<file path="src/rtl/esq_pkg.sv">
package esq_pkg;
  localparam int DATA_W = 16;

  localparam logic [DATA_W-1:0] CMD_READ  = 16'h0000;
  localparam logic [DATA_W-1:0] CMD_ERASE = 16'h0020;
  localparam logic [DATA_W-1:0] CMD_EVFY  = 16'h00A0;
  localparam logic [DATA_W-1:0] ERASED_W  = 16'hFFFF;

  typedef enum logic [3:0] {
    S_IDLE, S_PREPGM, S_SETUP, S_ERASE, S_EWAIT,
    S_VCMD, S_VWAIT, S_VREAD, S_EXIT
  } esq_state_e;

  typedef enum logic [2:0] {
    OP_NONE, OP_WR_ERASE, OP_WR_EVFY, OP_RD, OP_WR_READ
  } esq_op_e;
endpackage

</file>
<file path="src/rtl/esq_timer.sv">
module esq_timer #(
  parameter int TW = 8
) (
  input  logic          clk_i,
  input  logic          rst_ni,
  input  logic          run_i,
  input  logic [TW-1:0] len_i,
  output logic          done_o
);
  logic [TW-1:0] cnt_q;

  always_ff @(posedge clk_i or negedge rst_ni) begin
    if (!rst_ni)    cnt_q <= '0;
    else if (run_i) cnt_q <= cnt_q + TW'(1);
    else            cnt_q <= '0;
  end

  assign done_o = run_i && (cnt_q == len_i - TW'(1));
endmodule

</file>
<file path="src/rtl/esq_track.sv">
module esq_track #(
  parameter int WORDS      = 8,
  parameter int MAX_PULSES = 5,
  parameter int ADDR_W     = 3,
  parameter int PCNT_W     = 3
) (
  input  logic              clk_i,
  input  logic              rst_ni,
  input  logic              clr_i,
  input  logic              addr_inc_i,
  input  logic              pulse_inc_i,
  input  logic              note_fail_i,
  output logic [ADDR_W-1:0] addr_o,
  output logic [PCNT_W-1:0] pulse_o,
  output logic [ADDR_W-1:0] fail_addr_o,
  output logic              last_o,
  output logic              limit_o
);
  logic [ADDR_W-1:0] addr_q, fail_q;
  logic [PCNT_W-1:0] pulse_q;

  always_ff @(posedge clk_i or negedge rst_ni) begin
    if (!rst_ni) begin
      addr_q  <= '0;
      pulse_q <= '0;
      fail_q  <= '0;
    end else if (clr_i) begin
      addr_q  <= '0;
      pulse_q <= PCNT_W'(1);
      fail_q  <= '0;
    end else begin
      if (addr_inc_i)  addr_q  <= addr_q + ADDR_W'(1);
      if (pulse_inc_i) pulse_q <= pulse_q + PCNT_W'(1);
      if (note_fail_i) fail_q  <= addr_q;
    end
  end

  assign addr_o      = addr_q;
  assign pulse_o     = pulse_q;
  assign fail_addr_o = fail_q;
  assign last_o      = (addr_q == ADDR_W'(WORDS - 1));
  assign limit_o     = (pulse_q == PCNT_W'(MAX_PULSES));

  assert_pulse_cap_R7: assert property (@(posedge clk_i) disable iff (!rst_ni)
    pulse_o <= PCNT_W'(MAX_PULSES));

  assert_pulse_step_R6: assert property (@(posedge clk_i) disable iff (!rst_ni)
    (pulse_o != $past(pulse_o)) |->
      (pulse_o == $past(pulse_o) + PCNT_W'(1) || pulse_o == PCNT_W'(1)));

  assert_addr_step_R5: assert property (@(posedge clk_i) disable iff (!rst_ni)
    (addr_o != $past(addr_o)) |->
      (addr_o == $past(addr_o) + ADDR_W'(1) || addr_o == '0));
endmodule

</file>
<file path="src/rtl/esq_bus_map.sv">
module esq_bus_map
  import esq_pkg::*;
#(
  parameter int ADDR_W = 3
) (
  input  esq_op_e             op_i,
  input  logic [ADDR_W-1:0]   addr_i,
  output logic                req_o,
  output logic                we_o,
  output logic [ADDR_W-1:0]   addr_o,
  output logic [DATA_W-1:0]   wdata_o
);
  always_comb begin
    req_o   = 1'b1;
    we_o    = 1'b1;
    addr_o  = '0;
    wdata_o = CMD_READ;
    unique case (op_i)
      OP_WR_ERASE: wdata_o = CMD_ERASE;
      OP_WR_EVFY: begin
        wdata_o = CMD_EVFY;
        addr_o  = addr_i;
      end
      OP_RD: begin
        we_o   = 1'b0;
        addr_o = addr_i;
      end
      OP_WR_READ: wdata_o = CMD_READ;
      default: begin
        req_o = 1'b0;
        we_o  = 1'b0;
      end
    endcase
  end
endmodule

</file>
<file path="src/rtl/esq_erase_seq.sv">
module esq_erase_seq
  import esq_pkg::*;
#(
  parameter int WORDS       = 65536,
  parameter int ERASE_CLKS  = 500000,
  parameter int VERIFY_CLKS = 300,
  parameter int MAX_PULSES  = 1000,
  parameter int ADDR_W      = (WORDS > 1) ? $clog2(WORDS) : 1,
  parameter int PCNT_W      = $clog2(MAX_PULSES + 1)
) (
  input  logic              clk_i,
  input  logic              rst_ni,
  input  logic              start_i,
  output logic              done_o,
  output logic              pass_o,
  output logic              fail_o,
  output logic [PCNT_W-1:0] pulse_cnt_o,
  output logic [ADDR_W-1:0] fail_addr_o,
  output logic              pgm_req_o,
  input  logic              pgm_done_i,
  input  logic              pgm_ok_i,
  output logic              bus_req_o,
  output logic              bus_we_o,
  output logic [ADDR_W-1:0] bus_addr_o,
  output logic [15:0]       bus_wdata_o,
  input  logic [15:0]       bus_rdata_i,
  input  logic              bus_ack_i
);
  localparam int WMAX = (ERASE_CLKS > VERIFY_CLKS) ? ERASE_CLKS : VERIFY_CLKS;
  localparam int TW   = $clog2(WMAX + 1);

  esq_state_e state_q, state_d;
  esq_op_e    op;
  logic done_q, pass_q, fail_q, ok_q, ok_d, set_ok, finish;
  logic clr, addr_inc, pulse_inc, note_fail, last, limit;
  logic tmr_run, tmr_done, ack;
  logic [TW-1:0]     tmr_len;
  logic [ADDR_W-1:0] addr;

  esq_track #(
    .WORDS(WORDS), .MAX_PULSES(MAX_PULSES), .ADDR_W(ADDR_W), .PCNT_W(PCNT_W)
  ) i_track (
    .clk_i, .rst_ni, .clr_i(clr), .addr_inc_i(addr_inc), .pulse_inc_i(pulse_inc),
    .note_fail_i(note_fail), .addr_o(addr), .pulse_o(pulse_cnt_o),
    .fail_addr_o(fail_addr_o), .last_o(last), .limit_o(limit)
  );

  esq_timer #(.TW(TW)) i_timer (
    .clk_i, .rst_ni, .run_i(tmr_run), .len_i(tmr_len), .done_o(tmr_done)
  );

  esq_bus_map #(.ADDR_W(ADDR_W)) i_map (
    .op_i(op), .addr_i(addr), .req_o(bus_req_o), .we_o(bus_we_o),
    .addr_o(bus_addr_o), .wdata_o(bus_wdata_o)
  );

  assign ack       = bus_req_o && bus_ack_i;
  assign tmr_run   = (state_q == S_EWAIT) || (state_q == S_VWAIT);
  assign tmr_len   = (state_q == S_EWAIT) ? TW'(ERASE_CLKS) : TW'(VERIFY_CLKS);
  assign pgm_req_o = (state_q == S_PREPGM);

  always_comb begin
    unique case (state_q)
      S_SETUP, S_ERASE: op = OP_WR_ERASE;
      S_VCMD:           op = OP_WR_EVFY;
      S_VREAD:          op = OP_RD;
      S_EXIT:           op = OP_WR_READ;
      default:          op = OP_NONE;
    endcase
  end

  always_comb begin
    state_d   = state_q;
    clr       = 1'b0;
    addr_inc  = 1'b0;
    pulse_inc = 1'b0;
    note_fail = 1'b0;
    set_ok    = 1'b0;
    ok_d      = 1'b0;
    finish    = 1'b0;
    unique case (state_q)
      S_IDLE: if (start_i) begin
        clr     = 1'b1;
        state_d = S_PREPGM;
      end
      S_PREPGM: if (pgm_done_i) begin
        if (pgm_ok_i) state_d = S_SETUP;
        else begin
          set_ok  = 1'b1;
          state_d = S_EXIT;
        end
      end
      S_SETUP: if (ack) state_d = S_ERASE;
      S_ERASE: if (ack) state_d = S_EWAIT;
      S_EWAIT: if (tmr_done) state_d = S_VCMD;
      S_VCMD:  if (ack) state_d = S_VWAIT;
      S_VWAIT: if (tmr_done) state_d = S_VREAD;
      S_VREAD: if (ack) begin
        if (bus_rdata_i == ERASED_W) begin
          if (last) begin
            set_ok  = 1'b1;
            ok_d    = 1'b1;
            state_d = S_EXIT;
          end else begin
            addr_inc = 1'b1;
            state_d  = S_VCMD;
          end
        end else begin
          note_fail = 1'b1;
          if (limit) begin
            set_ok  = 1'b1;
            state_d = S_EXIT;
          end else begin
            pulse_inc = 1'b1;
            state_d   = S_SETUP;
          end
        end
      end
      S_EXIT: if (ack) begin
        finish  = 1'b1;
        state_d = S_IDLE;
      end
      default: state_d = S_IDLE;
    endcase
  end

  always_ff @(posedge clk_i or negedge rst_ni) begin
    if (!rst_ni) begin
      state_q <= S_IDLE;
      ok_q    <= 1'b0;
      done_q  <= 1'b0;
      pass_q  <= 1'b0;
      fail_q  <= 1'b0;
    end else begin
      state_q <= state_d;
      if (set_ok) ok_q <= ok_d;
      if (clr) begin
        done_q <= 1'b0;
        pass_q <= 1'b0;
        fail_q <= 1'b0;
      end else if (finish) begin
        done_q <= 1'b1;
        pass_q <= ok_q;
        fail_q <= !ok_q;
      end
    end
  end

  assign done_o = done_q;
  assign pass_o = pass_q;
  assign fail_o = fail_q;

  assert_quiet_prepgm_R1: assert property (@(posedge clk_i) disable iff (!rst_ni)
    pgm_req_o |-> !bus_req_o);

  assert_bus_stable_R9: assert property (@(posedge clk_i) disable iff (!rst_ni)
    (bus_req_o && !bus_ack_i) |=> (bus_req_o && $stable(bus_we_o) &&
      $stable(bus_addr_o) && $stable(bus_wdata_o)));

  assert_flags_excl_R5: assert property (@(posedge clk_i) disable iff (!rst_ni)
    !(pass_o && fail_o));

  assert_done_hold_R11: assert property (@(posedge clk_i) disable iff (!rst_ni)
    (done_o && !start_i) |=> (done_o && $stable(pass_o) && $stable(fail_o)));

  assert_exit_cmd_R7: assert property (@(posedge clk_i) disable iff (!rst_ni)
    $rose(done_o) |-> $past(bus_ack_i && bus_we_o && bus_wdata_o == CMD_READ));
endmodule

</file>
<file path="config.mk">
export PLATFORM = sky130hd
export DESIGN_NAME = esq_erase_seq
export DESIGN_NICKNAME = d
export VERILOG_FILES = /design/src/rtl/esq_pkg.sv /design/src/rtl/esq_timer.sv /design/src/rtl/esq_track.sv /design/src/rtl/esq_bus_map.sv /design/src/rtl/esq_erase_seq.sv
export SDC_FILE = /design/constraint.sdc
export NUM_CORES = 1
export LEC_CHECK = 0
export BUFFER_PORTS_ARGS = -buffer_cell sky130_fd_sc_hd__buf_4
export CORE_MARGIN = 2
export CORE_UTILIZATION = 36
export CTS_CLUSTER_DIAMETER = 200
export DETAILED_ROUTE_END_ITERATION = 12
export PLACE_DENSITY_LB_ADDON = 0.12
export SYNTH_ARGS = -nofsm -noshare
export SYNTH_HDL_FRONTEND = slang
export SYNTH_SLANG_ARGS = --single-unit
</file>
<file path="constraint.sdc">
create_clock -name clk_i -period 2.45 [get_ports clk_i]
set_input_delay 0.49 -clock clk_i [delete_from_list [all_inputs] [get_ports clk_i]]
set_output_delay 0.49 -clock clk_i [all_outputs]
set_load 0.01 [all_outputs]
</file>
==> summary.txt <==
Outcome
  – Status: completed

Die
  – Chip height: 105.3 um
  – Full die area: 0.01109 mm2
  – Initial Util: 0.3747
  – Ports: 86
  – Core area: 0.009864 mm2
  – Die W: 105.3 um
  – Row cnt: 36

Setup path
  – CP most frequent cell: buf_4
  – Critical path data required time: 1.96 ns
  – Worst Setup End Kind: output pin
  – Worst-path fanout max: 17
  – Critical Path AT: 1.72 ns
  – Max stage delay cell, worst path: dfrtp_1
  – Critical path class: reg2out
  – Cells along the critical path: buf_4 > nand2_1 > nor2_1 > buf_4 > o31a_1 > buf_4
  – CP Launch Type: flip-flop
  – Crit-path max cell delay: 0.38 ns

Run
  – Maximum capacitance violations: 0

Detailed routing
  – Metal3 WL: 397 um
  – Pre-antenna DRT Iters: 4
  – Post-Route WL: 8.637 mm
  – DR DRC count: 0
  – Top sig layer: met4
  – Met2 routed WL: 4.138 mm
  – DR iter-0 viols: 170
  – Final antenna-violating net count: 0
  – DRT met1 WL: 3.988 mm
  – Vias per cell: 4.884
  – Vias: 3077
  – DR WL/cell: 13.71 um

Placed design
  – Gpl congestion: 0.8227
  – Input/output buffers: 71
  – Dpl hpwl: 6.170 mm

Synth
  – Top_reg_cell synth: dfrtp_1
  – Synth Cell Area: 0.003696 mm2
  – Yosys reg bits: 69
  – Yosys warns: 0
  – Post-synth EDFFs: 0
  – Syn_area_per_cell: 9.015 um2
  – Yosys cell types: 51
  – Ys async rst share: 1.000
  – Mapped Cells: 410
  – Share of the yosys chip area belonging to registers: 0.4672

Global routing
  – Largest net degree at the start of global routing: 39
  – Grt total ovfl: 0
  – Initial antenna violation count: 0
  – GR Util All Layers: 0.1661
  – First-pass GRT wire length: 14.88 mm
  – Vias in the first global route: 3088

Final layout
  – Share of cells above drive strength 1: 0.2274
  – Most frequent cells in the layout: buf_4 (91), dfrtp_1 (69), nand2_1 (58), nor2_1 (55), xor2_1 (27)
  – # nets final: 519
  – Core Util, Final: 0.4696
  – Fillers: 976
  – # diodes: 0
  – Commonest non-fill, non-tap cell in the layout: buf_4
  – Area Growth Syn to Fin: 25.32%

STA
  – RSZ-0062 raised after global routing: false
  – Slew at the pin closest to its max-slew limit: 0.5237 ns
  – Final worst-path cycle share: 0.9016
  – Clock skew: 0.009030 ns
  – Final hold violations: 0
  – Slew Viols, Final: 0
  – Slew HR: 0.6494
  – Minimum clock period: 2.209 ns
  – Final setup fails: 0
  – Total negative slack: 0 ns
  – F_max: 0.4527 GHz

Pwr
  – Leakage: 2.185 nW
  – Flop pwr share: 0.395
  – Sw Ratio: 0.3324
  – Int Power: 2.180 mW
  – Net switching power figure: 1.085 mW
  – Logic pwr share: 0.293
  – Power per cell area: 704.9 mW/mm2
  – Max IR drop VDD: 278.3 uV
  – Clock power frac: 0.312

CTS
  – CTS tree: yes
  – # hold bufs at CTS: 0
  – CTS Buf Count: 9
  – Resized cells post-CTS: 0
  – CTS H-Tree Depth: 3
  – # Post-CTS Setup Buffers: 0
  – Root Driver: clkbuf_8
  – Clk slew on worst S/H paths: 0.07 ns
  – Clk Latency, worst-skew pair: 0.35 ns
  – Max Root-Sink Buffers: 2
  – Sink Count: 69

Hold path
  – Hold Path Class: in2async
sequential cells by signal (all words and copies together), names as in the netlist:
register / cells
pass_o: 1
i_track.fail_addr_o: 16
ok_q: 1
state_q: 4
i_track.addr_o: 16
i_timer.cnt_q: 19
i_track.pulse_o: 10
done_o: 1
fail_o: 1
layout make-up:
type | instances | area (um2) | area share
clock inverters | 5 | 75.07 | 0.01621
well taps | 133 | 166.4 | 0.03593
flip-flops and latches | 69 | 1727 | 0.3728
repair buffers | 91 | 683.2 | 0.1475
clock buffers | 10 | 137.6 | 0.02971
inverters | 6 | 22.52 | 0.004862
multi-input cells | 316 | 1821 | 0.3930
logic make-up after synthesis:
family | share of synthesized area
buffers and inverters | 0.05416
other | 0.001015
AO/OA/AOI/OAI | 0.07787
adder cells (fa/ha/maj) | 0.01354
XOR/XNOR | 0.09005
multiplexers | 0.01930
flip-flops | 0.4672
AND/OR/NAND/NOR | 0.2769
worst max-delay path, delay by kind of cell, from the launching register on:
| family | cells | cell delay (ns) |
|---|---|---|
| AOI/OAI and AO/OA | 1 | 0.29 |
| buffers and inverters | 3 | 0.51 |
| and+or+nand+nor | 2 | 0.21 |
| DFF | 1 | 0.38 |
Yosys cell counts (2+ instances only):
library cell	number	area [um2]
and3_1	10	62.56
nand4_1	16	100.1
buf_4	14	105.1
nor2b_1	2	12.51
buf_2	3	15.01
and4b_1	3	30.03
and4_1	2	17.52
mux2i_1	6	60.06
or3_1	3	18.77
nand3_1	17	85.08
nand3b_1	2	15.01
or2_2	2	12.51
dfrtp_1	69	1727
o31ai_1	2	15.01
xnor2_1	11	96.34
o21ai_0	20	100.1
inv_1	6	22.52
nand2_1	58	217.7
nor4_1	6	37.54
clkbuf_1	13	48.80
a21oi_1	8	40.04
ha_1	4	50.05
nor3_1	7	35.03
and2_1	17	106.4
nor2_1	56	210.2
xor2_1	27	236.5
nand4b_1	2	17.52
path summary, 6_finish.rpt:
kind / startpoint / endpoint / slack, ns / cells after the start
max in group asynchronous: rst_ni / i_track.fail_addr_o[6] / 1.80 / 2
min: rst_ni / i_track.fail_addr_o[12] / 0.10 / 1
max: state_q[2] / bus_we_o / 0.24 / 6
min in group clk_i: bus_ack_i / state_q[3] / 0.37 / 2
max reg2reg: state_q[0] / i_track.addr_o[14] / 0.32 / 5
min reg2reg: i_timer.cnt_q[0] / i_timer.cnt_q[0] / 0.48 / 1
routing by layer:
layer,GRT usage,up-vias
li1,-,1538
met1,0.2134,1458
met2,0.2705,72
met3,0.04453,9
met4,0.05619,0
met5,0,-
metrics by stage:
step	total power, mW	hold slack [ns]	area [um2]	setup WS, ns	instances
2_1_floorplan	1.894	0.1944	3745	0.3058	423
4_1_cts	3.312	0.1143	4632	0.1966	630
5_1_grt	3.462	0.1389	4632	0.1268	630
3_3_place_gp	2.273	0.4734	4419	0.1482	615
3_5_place_dp	2.280	0.4719	4419	0.1258	615
6_report	3.265	0.1033	4632	0.2410	630
power groups by stage:
stage	Clock, mW	Sequential, mW	Combinational [mW]
finish	1.02	1.29	0.957
global route	1.08	1.30	1.08
CTS	1.05	1.29	0.972
detailed placement	0	1.31	0.968
global placement	0	1.31	0.963
floorplan	0	1.30	0.599
No activity file was read; power rests on OpenSTA's default activity.
